<file path="src/rtl/nirq_pkg.sv">
package nirq_pkg;
  localparam logic [1:0] LVL_TOP = 2'b11;
  localparam int VEC_RST  = 0;
  localparam int VEC_TRAP = 1;
  localparam int VEC_TLI  = 2;
  localparam int VEC_SRC0 = 3;

  // a maskable line may preempt only when enabled and strictly above the level
  function automatic logic can_preempt(logic en, logic [1:0] prio, logic [1:0] lvl);
    return en && (prio > lvl);
  endfunction

  // level restored by a return: saved value, or the top level when nothing is saved
  function automatic logic [1:0] pop_level(logic has_entry, logic [1:0] top_entry);
    return has_entry ? top_entry : LVL_TOP;
  endfunction
endpackage

</file>
<file path="src/rtl/nirq_edge_latch.sv">
module nirq_edge_latch #(
  parameter int LINES = 4,
  parameter int PINS  = 2
) (
  input  logic                  clk,
  input  logic                  rst,
  input  logic [LINES*PINS-1:0] pins,
  input  logic [LINES-1:0]      clr,
  output logic [LINES-1:0]      pend
);
  logic [LINES-1:0] line_or;
  logic [LINES-1:0] line_q;
  logic [LINES-1:0] rise;

  for (genvar g = 0; g < LINES; g++) begin : g_line
    assign line_or[g] = |pins[g*PINS +: PINS];

    // an edge always leaves the line pending on the next cycle
    p_edge_sets_r7: assert property (@(posedge clk) disable iff (rst)
      rise[g] |=> pend[g]);
    // acknowledge clears the latch unless a fresh edge lands at once
    p_ack_clears_r7: assert property (@(posedge clk) disable iff (rst)
      (clr[g] && !rise[g]) |=> !pend[g]);
  end

  assign rise = line_or & ~line_q;

  always_ff @(posedge clk) begin
    line_q <= line_or;
  end

  always_ff @(posedge clk) begin
    if (rst) pend <= '0;
    else     pend <= (pend & ~clr) | rise;
  end
endmodule

</file>
<file path="src/rtl/nirq_lvl_stack.sv">
module nirq_lvl_stack import nirq_pkg::*; #(
  parameter int DEPTH = 4
) (
  input  logic       clk,
  input  logic       rst,
  input  logic       push,
  input  logic [1:0] new_lvl,
  input  logic       pop,
  input  logic       wr,
  input  logic [1:0] wdata,
  output logic [1:0] lvl
);
  localparam int CNT_W = $clog2(DEPTH + 1);

  logic [1:0]       stk [DEPTH];
  logic [CNT_W-1:0] cnt;

  always_ff @(posedge clk) begin
    if (rst) begin
      lvl <= LVL_TOP;
      cnt <= '0;
      for (int j = 0; j < DEPTH; j++) stk[j] <= LVL_TOP;
    end else if (wr) begin
      lvl <= wdata;
    end else if (pop) begin
      lvl <= pop_level(cnt != '0, stk[0]);
      for (int j = 0; j < DEPTH - 1; j++) stk[j] <= stk[j+1];
      stk[DEPTH-1] <= LVL_TOP;
      if (cnt != '0) cnt <= cnt - 1'b1;
    end else if (push) begin
      lvl    <= new_lvl;
      stk[0] <= lvl;
      for (int j = 1; j < DEPTH; j++) stk[j] <= stk[j-1];
      if (cnt != CNT_W'(DEPTH)) cnt <= cnt + 1'b1;
    end
  end

  // the fill count never passes the depth
  p_no_overflow_r9: assert property (@(posedge clk) disable iff (rst)
    cnt <= CNT_W'(DEPTH));
  // a return with nothing saved lands on the top level
  p_empty_pop_r9: assert property (@(posedge clk) disable iff (rst)
    (pop && !wr && cnt == '0) |=> lvl == LVL_TOP);
endmodule

</file>
<file path="src/rtl/nirq_pick.sv">
module nirq_pick import nirq_pkg::*; #(
  parameter int N_SRC = 4,
  parameter int VEC_W = 3
) (
  input  logic               clk,
  input  logic               rst,
  input  logic [N_SRC-1:0]   pend_m,
  input  logic [N_SRC-1:0]   en_m,
  input  logic [2*N_SRC-1:0] prio_m,
  input  logic [1:0]         cur_lvl,
  input  logic               rst_pend,
  input  logic               tli_pend,
  input  logic               trap_pend,
  input  logic               hold,
  output logic               take,
  output logic               push,
  output logic [VEC_W-1:0]   vec,
  output logic [1:0]         next_lvl,
  output logic [N_SRC-1:0]   clr_m,
  output logic               clr_rst,
  output logic               clr_tli,
  output logic               clr_trap
);
  localparam int IDX_W = (N_SRC > 1) ? $clog2(N_SRC) : 1;

  logic             best_ok;
  logic [IDX_W-1:0] best_idx;
  logic [1:0]       best_prio;

  // scan from the highest index down so that ties settle on the lowest index
  always_comb begin
    best_ok   = 1'b0;
    best_idx  = '0;
    best_prio = '0;
    for (int i = N_SRC - 1; i >= 0; i--) begin
      if (pend_m[i] && can_preempt(en_m[i], prio_m[2*i +: 2], cur_lvl)
          && (!best_ok || prio_m[2*i +: 2] >= best_prio)) begin
        best_ok   = 1'b1;
        best_idx  = IDX_W'(i);
        best_prio = prio_m[2*i +: 2];
      end
    end
  end

  always_comb begin
    take     = 1'b0;
    push     = 1'b0;
    vec      = '0;
    next_lvl = cur_lvl;
    clr_m    = '0;
    clr_rst  = 1'b0;
    clr_tli  = 1'b0;
    clr_trap = 1'b0;
    if (!hold) begin
      if (rst_pend) begin
        take = 1'b1; vec = VEC_W'(VEC_RST); next_lvl = LVL_TOP; clr_rst = 1'b1;
      end else if (tli_pend) begin
        take = 1'b1; push = 1'b1; vec = VEC_W'(VEC_TLI); next_lvl = LVL_TOP; clr_tli = 1'b1;
      end else if (trap_pend) begin
        take = 1'b1; push = 1'b1; vec = VEC_W'(VEC_TRAP); next_lvl = LVL_TOP; clr_trap = 1'b1;
      end else if (best_ok) begin
        take = 1'b1; push = 1'b1;
        vec = VEC_W'(VEC_SRC0) + VEC_W'(best_idx);
        next_lvl = best_prio;
        clr_m[best_idx] = 1'b1;
      end
    end
  end

  // one source at most is cleared per decision
  p_one_winner_r10: assert property (@(posedge clk) disable iff (rst)
    $onehot0({clr_rst, clr_tli, clr_trap, clr_m}));
endmodule

</file>
<file path="src/rtl/nest_irq_ctrl.sv">
module nest_irq_ctrl import nirq_pkg::*; #(
  parameter int N_SRC        = 4,
  parameter int PINS_PER_SRC = 2,
  parameter int STACK_DEPTH  = 4,
  localparam int VEC_W       = $clog2(N_SRC + VEC_SRC0)
) (
  input  logic                          clk,
  input  logic                          rst,
  input  logic [N_SRC*PINS_PER_SRC-1:0] src_pins,
  input  logic [N_SRC-1:0]              src_en,
  input  logic [2*N_SRC-1:0]            src_prio,
  input  logic                          trap_req,
  input  logic                          tli_pin,
  input  logic                          ret_pulse,
  input  logic                          lvl_wr,
  input  logic [1:0]                    lvl_wdata,
  output logic                          irq_ack,
  output logic [VEC_W-1:0]              irq_vec,
  output logic [1:0]                    cur_lvl
);
  logic [N_SRC-1:0] pend_m, clr_m;
  logic             tli_pend, clr_tli;
  logic             trap_pend, clr_trap;
  logic             rst_pend, clr_rst;
  logic             take, push, hold;
  logic [VEC_W-1:0] win_vec;
  logic [1:0]       win_lvl;

  assign hold = ret_pulse | lvl_wr;

  nirq_edge_latch #(.LINES(N_SRC), .PINS(PINS_PER_SRC)) u_src_latch (
    .clk(clk), .rst(rst), .pins(src_pins), .clr(clr_m), .pend(pend_m));

  nirq_edge_latch #(.LINES(1), .PINS(1)) u_tli_latch (
    .clk(clk), .rst(rst), .pins(tli_pin), .clr(clr_tli), .pend(tli_pend));

  always_ff @(posedge clk) begin
    if (rst) trap_pend <= 1'b0;
    else     trap_pend <= (trap_pend & ~clr_trap) | trap_req;
  end

  always_ff @(posedge clk) begin
    if (rst)          rst_pend <= 1'b1;
    else if (clr_rst) rst_pend <= 1'b0;
  end

  nirq_pick #(.N_SRC(N_SRC), .VEC_W(VEC_W)) u_pick (
    .clk(clk), .rst(rst), .pend_m(pend_m), .en_m(src_en), .prio_m(src_prio),
    .cur_lvl(cur_lvl), .rst_pend(rst_pend), .tli_pend(tli_pend), .trap_pend(trap_pend),
    .hold(hold), .take(take), .push(push), .vec(win_vec), .next_lvl(win_lvl),
    .clr_m(clr_m), .clr_rst(clr_rst), .clr_tli(clr_tli), .clr_trap(clr_trap));

  nirq_lvl_stack #(.DEPTH(STACK_DEPTH)) u_stack (
    .clk(clk), .rst(rst), .push(push), .new_lvl(win_lvl), .pop(ret_pulse),
    .wr(lvl_wr), .wdata(lvl_wdata), .lvl(cur_lvl));

  always_ff @(posedge clk) begin
    if (rst) begin
      irq_ack <= 1'b0;
      irq_vec <= '0;
    end else begin
      irq_ack <= take;
      if (take) irq_vec <= win_vec;
    end
  end

  // non-maskable entries always land on the top level
  p_nmi_top_r5: assert property (@(posedge clk) disable iff (rst)
    (irq_ack && irq_vec < VEC_W'(VEC_SRC0)) |-> cur_lvl == LVL_TOP);
  // a maskable entry always raises the level above the one it preempted
  p_mask_raise_r8: assert property (@(posedge clk) disable iff (rst)
    (irq_ack && irq_vec >= VEC_W'(VEC_SRC0)) |-> cur_lvl > $past(cur_lvl));
  // a return or level write blocks the decision of its cycle
  p_hold_blocks_r11: assert property (@(posedge clk) disable iff (rst)
    $past(hold) |-> !irq_ack);
  // the vector code is always a defined one
  p_vec_range_r10: assert property (@(posedge clk) disable iff (rst)
    irq_ack |-> irq_vec < VEC_W'(N_SRC + VEC_SRC0));
endmodule

</file>
<file path="config.mk">
export PLATFORM = sky130hd
export DESIGN_NAME = nest_irq_ctrl
export DESIGN_NICKNAME = d
export VERILOG_FILES = /design/src/rtl/nirq_pkg.sv /design/src/rtl/nirq_edge_latch.sv /design/src/rtl/nirq_lvl_stack.sv /design/src/rtl/nirq_pick.sv /design/src/rtl/nest_irq_ctrl.sv
export SDC_FILE = /design/constraint.sdc
export NUM_CORES = 1
export LEC_CHECK = 0
export ABC_AREA = 1
export CORE_MARGIN = 3
export CORE_UTILIZATION = 35
export DETAILED_ROUTE_END_ITERATION = 10
export DONT_BUFFER_PORTS = 1
export GPL_TIMING_DRIVEN = 0
export PLACE_DENSITY = 0.54
export SETUP_SLACK_MARGIN = 0.2
export SLEW_MARGIN = 20
export SYNTH_ARGS = -nofsm -noshare
export SYNTH_HDL_FRONTEND = slang
export SYNTH_SLANG_ARGS = --single-unit
</file>
<file path="constraint.sdc">
create_clock -name clk -period 9.74 [get_ports clk]
set_input_delay 1.948 -clock clk [delete_from_list [all_inputs] [get_ports clk]]
set_output_delay 1.948 -clock clk [all_outputs]
set_load 0.05 [all_outputs]
</file>
==> impl_metrics.yaml, run 1 <==
outcome:
  outcome: "finished, final reports clean"
synth:
  syn_inst: 274
  synth_top_family_by_area: "simple AND/OR/NAND/NOR gates"
  yosys-top-cells-count: "nand2_1, inv_1, nand3_1, dfxtp_1, nor2_1"
  synth_fp_nets: 319
  synth_edf_count: 8
  yosys_warnings: 0
  synth_top_cell_by_area: "dfxtp_1"
  synth_area_um2: 1940
  ys_types: 33
  synth_area_per_cell_um2: 7.08
  yosys.area_share.simple_pct: 32.8
  synth_seq_cells: 29
  synth_ff_type: "dfxtp_1"
  muxShareOfSynthArea_pct: 0
  yosys-top-cells-area: "dfxtp_1, nand2_1, edfxtp_1"
  async_flop_share_pct: 0
  synth_compound_area_share_pct: 9.48
  yosys.area_share.adder_pct: 11.3
  synth_top_area_share_pct: 21.7
  seq_area_frac_synth_pct: 34.0
  synth_xor_area_share_pct: 0.903
  synthMostInstantiatedCell: "nand2_1"
floorplan:
  core-area_um2: 5240
  pin_count: 34
  rows: 26
  die-area_um2: 6470
  die_x_um: 80.5
  initial_core_util_pct: 37.1
  die_h_um: 80.5
global_route:
  antenna_found_initial: 0
  grtUsageTotal_pct: 13.3
  grt_pass1_vias: 1505
  gr-total-overflow: 0
  grt_pass1_wl_um: 6610
  grt_max_degree: 11
timing:
  tightest_slew_ns: 0.784
  finalHoldViolations: 0
  period_share_pct: 59.8
  finalSetupViolCount: 0
  maxSlewViolCount: 0
  clock-skew-final_ns: 0.00454
  grt_setup_unrepaired: "false"
  period_minus_slack_ns: 5.82
  timing.fmax_ghz: 0.172
  relSlewSlack_pct: 47.7
  whs_ns: 0.465
  tns_ns: 0
worst_hold_path:
  hold_class: "flip-flop to flip-flop"
route:
  viasPerCell: 4.54
  first_iter_violations: 54
  ant_nets: 0
  drc: 0
  detail_route.wl_per_cell_um: 10.8
  routed_wl_um: 3800
  dr.pass1.iters: 4
  vias: 1597
worst_setup_path:
  cp_common_cell: "nand2_1"
  max_stage_delay_ns: 0.31
  worst_ep_required_time_ns: 9.95
  arrival_ns: 6.03
  start_kind: "input pin"
  crit_slowest_cell: "ha_1"
  end_kind: "flip-flop"
  criticalPathCategory: "input pin to flip-flop"
  cp_max_fo: 5
placed_design:
  dpl_cell_area_um2: 2030
  place.gp.congestion: 0.826
  hpwl_um: 3100
  portBuffers: 0
power:
  powerDensity_nw_per_um2: 152
  vdd_ir_drop_max_mv: 0.131
  leakagePower_nw: 1.06
clocking:
  clockRootBuffer: "clkbuf_8"
  clk_pin_slew_ns: 0.06
  clk_latency_ns: 0.27
  cts_buffers: 5
  cts_buffer_depth: 2
  clkSinkCount: 29
  cts.repair.resized: 0
  cts_tree: "built"
  cts_hold_buf: 0
  post_cts_buffers: 0
  cts_max_level: 2
final_layout:
  diodes: 0
  final_layout_size_suffix_gt1_share_pct: 12.4
  final_area_um2: 2160
  final_core_util_pct: 41.3
  nNetsFinal: 326
  area_growth_pct: 11.4
flow_run:
  max_cap_viol_count: 0
per-layer routing:
metal  global-route usage, %  part of all wire (%)
met1                    17.7                    50
met3                    4.82                   5.5
met2                    20.2                    43
met5                       0                     0
met4                    3.55                   1.2
per-stage QoR:
stage | instances | setup slack, ns | total power [W]
6_report | 352 | 3.92 | 0.000328
5_1_grt | 352 | 3.45 | 0.000348
4_1_cts | 352 | 3.89 | 0.000332
3_5_place_dp | 344 | 3.64 | 0.000185
3_3_place_gp | 344 | 3.61 | 0.000184
2_1_floorplan | 274 | 4.01 | 0.000176
layout by cell type (no fill, tap or decap), types with 2 or more instances in the layout:
| master | instances |
|---|---|
| a21oi_1 | 16 |
| a22oi_1 | 3 |
| and2_1 | 2 |
| bufinv_16 | 2 |
| clkbuf_8 | 5 |
| dfxtp_1 | 21 |
| edfxtp_1 | 8 |
| ha_1 | 16 |
| inv_1 | 49 |
| inv_2 | 5 |
| nand2_1 | 70 |
| nand2_2 | 6 |
| nand3_1 | 23 |
| nand3_2 | 2 |
| nand3b_1 | 3 |
| nor2_1 | 19 |
| nor2_2 | 3 |
| o21ai_0 | 2 |
| o21ai_1 | 7 |
| or2_2 | 4 |
cell families (layout without fill, tap and decap cells):
family | Yosys count | in the layout
simple gates | 137 | 137
flops | 29 | 29
xor+xnor | 2 | 2
compound gates | 32 | 32
buf+inv | 57 | 65
fa+ha+maj | 17 | 17
final timing paths:
check | startpoint | to | slack [ns] | cells after the start
setup / recovery | src_prio[6] | irq_vec[1]$_SDFFE_PP0P_ | 3.92 | 31
hold / removal | u_src_latch.pend[1]$_SDFF_PP0_ | u_src_latch.pend[1]$_SDFF_PP0_ | 0.46 | 2
setup reg to reg | u_stack.lvl[1]$_SDFFE_PP1P_ | irq_vec[1]$_SDFFE_PP0P_ | 4.59 | 31
hold reg to reg | u_src_latch.pend[1]$_SDFF_PP0_ | u_src_latch.pend[1]$_SDFF_PP0_ | 0.46 | 2
power by group:
part / switching [W] / total, W / leakage [nW] / internal [W]
combinational: 0.0000278 / 0.0000448 / 0.761 / 0.0000170
sequential: 0.00000759 / 0.000137 / 0.232 / 0.000130
clock: 0.0000446 / 0.000146 / 0.0681 / 0.000102
sequential cells by signal, indices dropped and copies added (netlist names):
name,count
u_src_latch.line_q,4
u_tli_latch.line_q,1
irq_ack,1
u_stack.lvl,2
u_src_latch.pend,4
trap_pend,1
u_stack.cnt,3
rst_pend,1
u_stack.stk,8
irq_vec,3
u_tli_latch.pend,1
worst max-delay path: cells and delay by family:
| family | cells | cell delay, ns |
|---|---|---|
| adder cells (fa/ha/maj) | 5 | 1.40 |
| buffers and inverters | 4 | 0.19 |
| AND/OR/NAND/NOR | 17 | 1.81 |
| AO/OA/AOI/OAI | 5 | 0.69 |
cell type report:
type,instances,area [µm²]
multi-input combinational,188,1060
sequential,29,661
clock buffer,5,68.8
clock inverter,3,65.1
inverter,54,203
buffer,3,20.0
fill,579,3080
tap,70,87.6
No activity file was read; power rests on OpenSTA's default activity.
==> run 2: changes to the inputs <==
- PLACE_DENSITY: 0.54 -> 0.56
- clock period: 9.74 -> 5.21 ns (I/O delays scaled with it)
==> impl_metrics.yaml, run 2 (synthesis results as in run 1) <==
outcome:
  outcome: "finished, final reports clean"
route:
  routed_wl_um: 3930
  dr.pass1.iters: 4
  vias: 1627
  detail_route.wl_per_cell_um: 11.1
  ant_nets: 0
  drc: 0
  viasPerCell: 4.60
  first_iter_violations: 60
power:
  p_int_w: 0.000371
  sequentialPowerShare_pct: 48.6
  leakagePower_nw: 1.06
  vdd_ir_drop_max_mv: 0.219
  pwr-share-comb_pct: 17.6
  netSwitchingFraction_pct: 29.9
  p_switching_w: 0.000158
  powerDensity_nw_per_um2: 236
  power_w: 0.000529
  p_clk_share_pct: 33.9
clocking:
  clk_latency_ns: 0.28
  cts_tree: "built"
  cts_buffers: 5
  cts_buffer_depth: 2
  cts_max_level: 2
  clkSinkCount: 29
  clk_pin_slew_ns: 0.06
  clockRootBuffer: "clkbuf_8"
worst_setup_path:
  max_stage_delay_ns: 0.27
  end_kind: "flip-flop"
  cp_top_family: "simple AND/OR/NAND/NOR gates"
  start_kind: "input pin"
  arrival_ns: 4.88
  crit_slowest_cell: "ha_1"
  criticalPathCategory: "input pin to flip-flop"
  crit_buf_inv: 5
  cp_common_cell: "nand2_1"
  cp_max_fo: 4
  worst_ep_required_time_ns: 5.37
global_route:
  grtUsageTotal_pct: 13.2
  grt_pass1_vias: 1538
  gr-total-overflow: 0
  grt_pass1_wl_um: 6620
  antenna_found_initial: 0
  grt_max_degree: 11
timing:
  relSlewSlack_pct: 65.9
  period_minus_slack_ns: 4.72
  timing.fmax_ghz: 0.212
  tightest_slew_ns: 0.511
  finalHoldViolations: 0
  setup_slack_ns: 0.491
  grt_setup_unrepaired: "false"
  finalSetupViolCount: 0
  maxSlewViolCount: 0
  tns_ns: 0
  clock-skew-final_ns: 0.0103
  period_share_pct: 90.6
placed_design:
  portBuffers: 0
  place.gp.congestion: 0.804
  dp.cells: 344
  place_ws_ns: -0.0277
  hpwl_um: 3130
final_layout:
  area_growth_pct: 15.3
  final_layout_size_suffix_gt1_share_pct: 18.3
  ff_latch_area_um2: 666
  final_cell_mix: "nand2_1, inv_1, nand3_1"
  largest_register_ffs: 8
  top_register: "u_stack.stk"
  diodes: 0
  nFillCells: 543
  nNetsFinal: 328
  final_common_cell: "nand2_1"
  reg_top3: "u_stack.stk: 8 flops, u_src_latch.line_q: 4 flops, u_src_latch.pend: 4 flops"
  instances_no_fill: 354
  multiInputGateArea_um2: 1160
  final_core_util_pct: 42.7
floorplan:
  die_h_um: 80.5
  pin_count: 34
  die_x_um: 80.5
  initial_core_util_pct: 37.1
  die-area_um2: 6470
  rows: 26
  core-area_um2: 5240
flow_run:
  max_cap_viol_count: 0
worst_hold_path:
  hold_class: "flip-flop to flip-flop"
-- run 2: power groups by stage --
stage	Sequential [W]	Clock (W)	Combinational, W
CTS	0.000257	0.000185	0.0000847
global placement	0.000261	0	0.0000827
detailed placement	0.000261	0	0.0000841
floorplan	0.000259	0	0.0000700
global route	0.000258	0.000196	0.000110
finish	0.000257	0.000179	0.0000928
-- run 2: layout make-up --
type / instances / area share [%]
timing repair buffer: 2 / 0.671
inverter: 54 / 9.22
buffer: 3 / 0.894
tap: 70 / 3.91
clock inverter: 3 / 0.783
sequential: 29 / 29.7
multi-input combinational: 188 / 51.7
clock buffer: 5 / 3.07
-- run 2: worst register-to-register path, delay by kind of cell (launching register included) --
family	cells	cell delay, ns
flops	1	0.45
compound gates	5	0.69
buf+inv	4	0.33
fa+ha+maj	5	1.34
simple gates	18	1.61
-- run 2: repair_timing --
item,in CTS,in global routing
endpoints found under the setup margin,1,7
pin swaps,0,9
cloned,0,0
hold buffers,0,0
resized for setup,2,20
buffers inserted,0,2
-- run 2: routing by layer --
metal | track usage (%) | vias up | part of all wire [%]
li1 | - | 881 | -
met1 | 18.0 | 712 | 50
met2 | 19.9 | 27 | 43
met3 | 3.81 | 7 | 4.6
met4 | 4.56 | 0 | 1.6
met5 | 0 | - | 0
-- run 2: final timing paths --
path / startpoint / end / slack (ns) / cells after the start
max: src_prio[6] / irq_vec[1]$_SDFFE_PP0P_ / 0.49 / 33
min: u_src_latch.pend[1]$_SDFF_PP0_ / u_src_latch.pend[1]$_SDFF_PP0_ / 0.47 / 2
max reg2reg: u_stack.lvl[1]$_SDFFE_PP1P_ / irq_vec[1]$_SDFFE_PP0P_ / 0.69 / 32
min reg2reg: u_src_latch.pend[1]$_SDFF_PP0_ / u_src_latch.pend[1]$_SDFF_PP0_ / 0.47 / 2
-- run 2: through the flow --
stage	cell area (µm²)	hold slack [ns]
2_1_floorplan	1940	0.439
3_3_place_gp	2030	0.454
3_5_place_dp	2030	0.467
4_1_cts	2120	0.476
5_1_grt	2240	0.494
6_report	2240	0.470
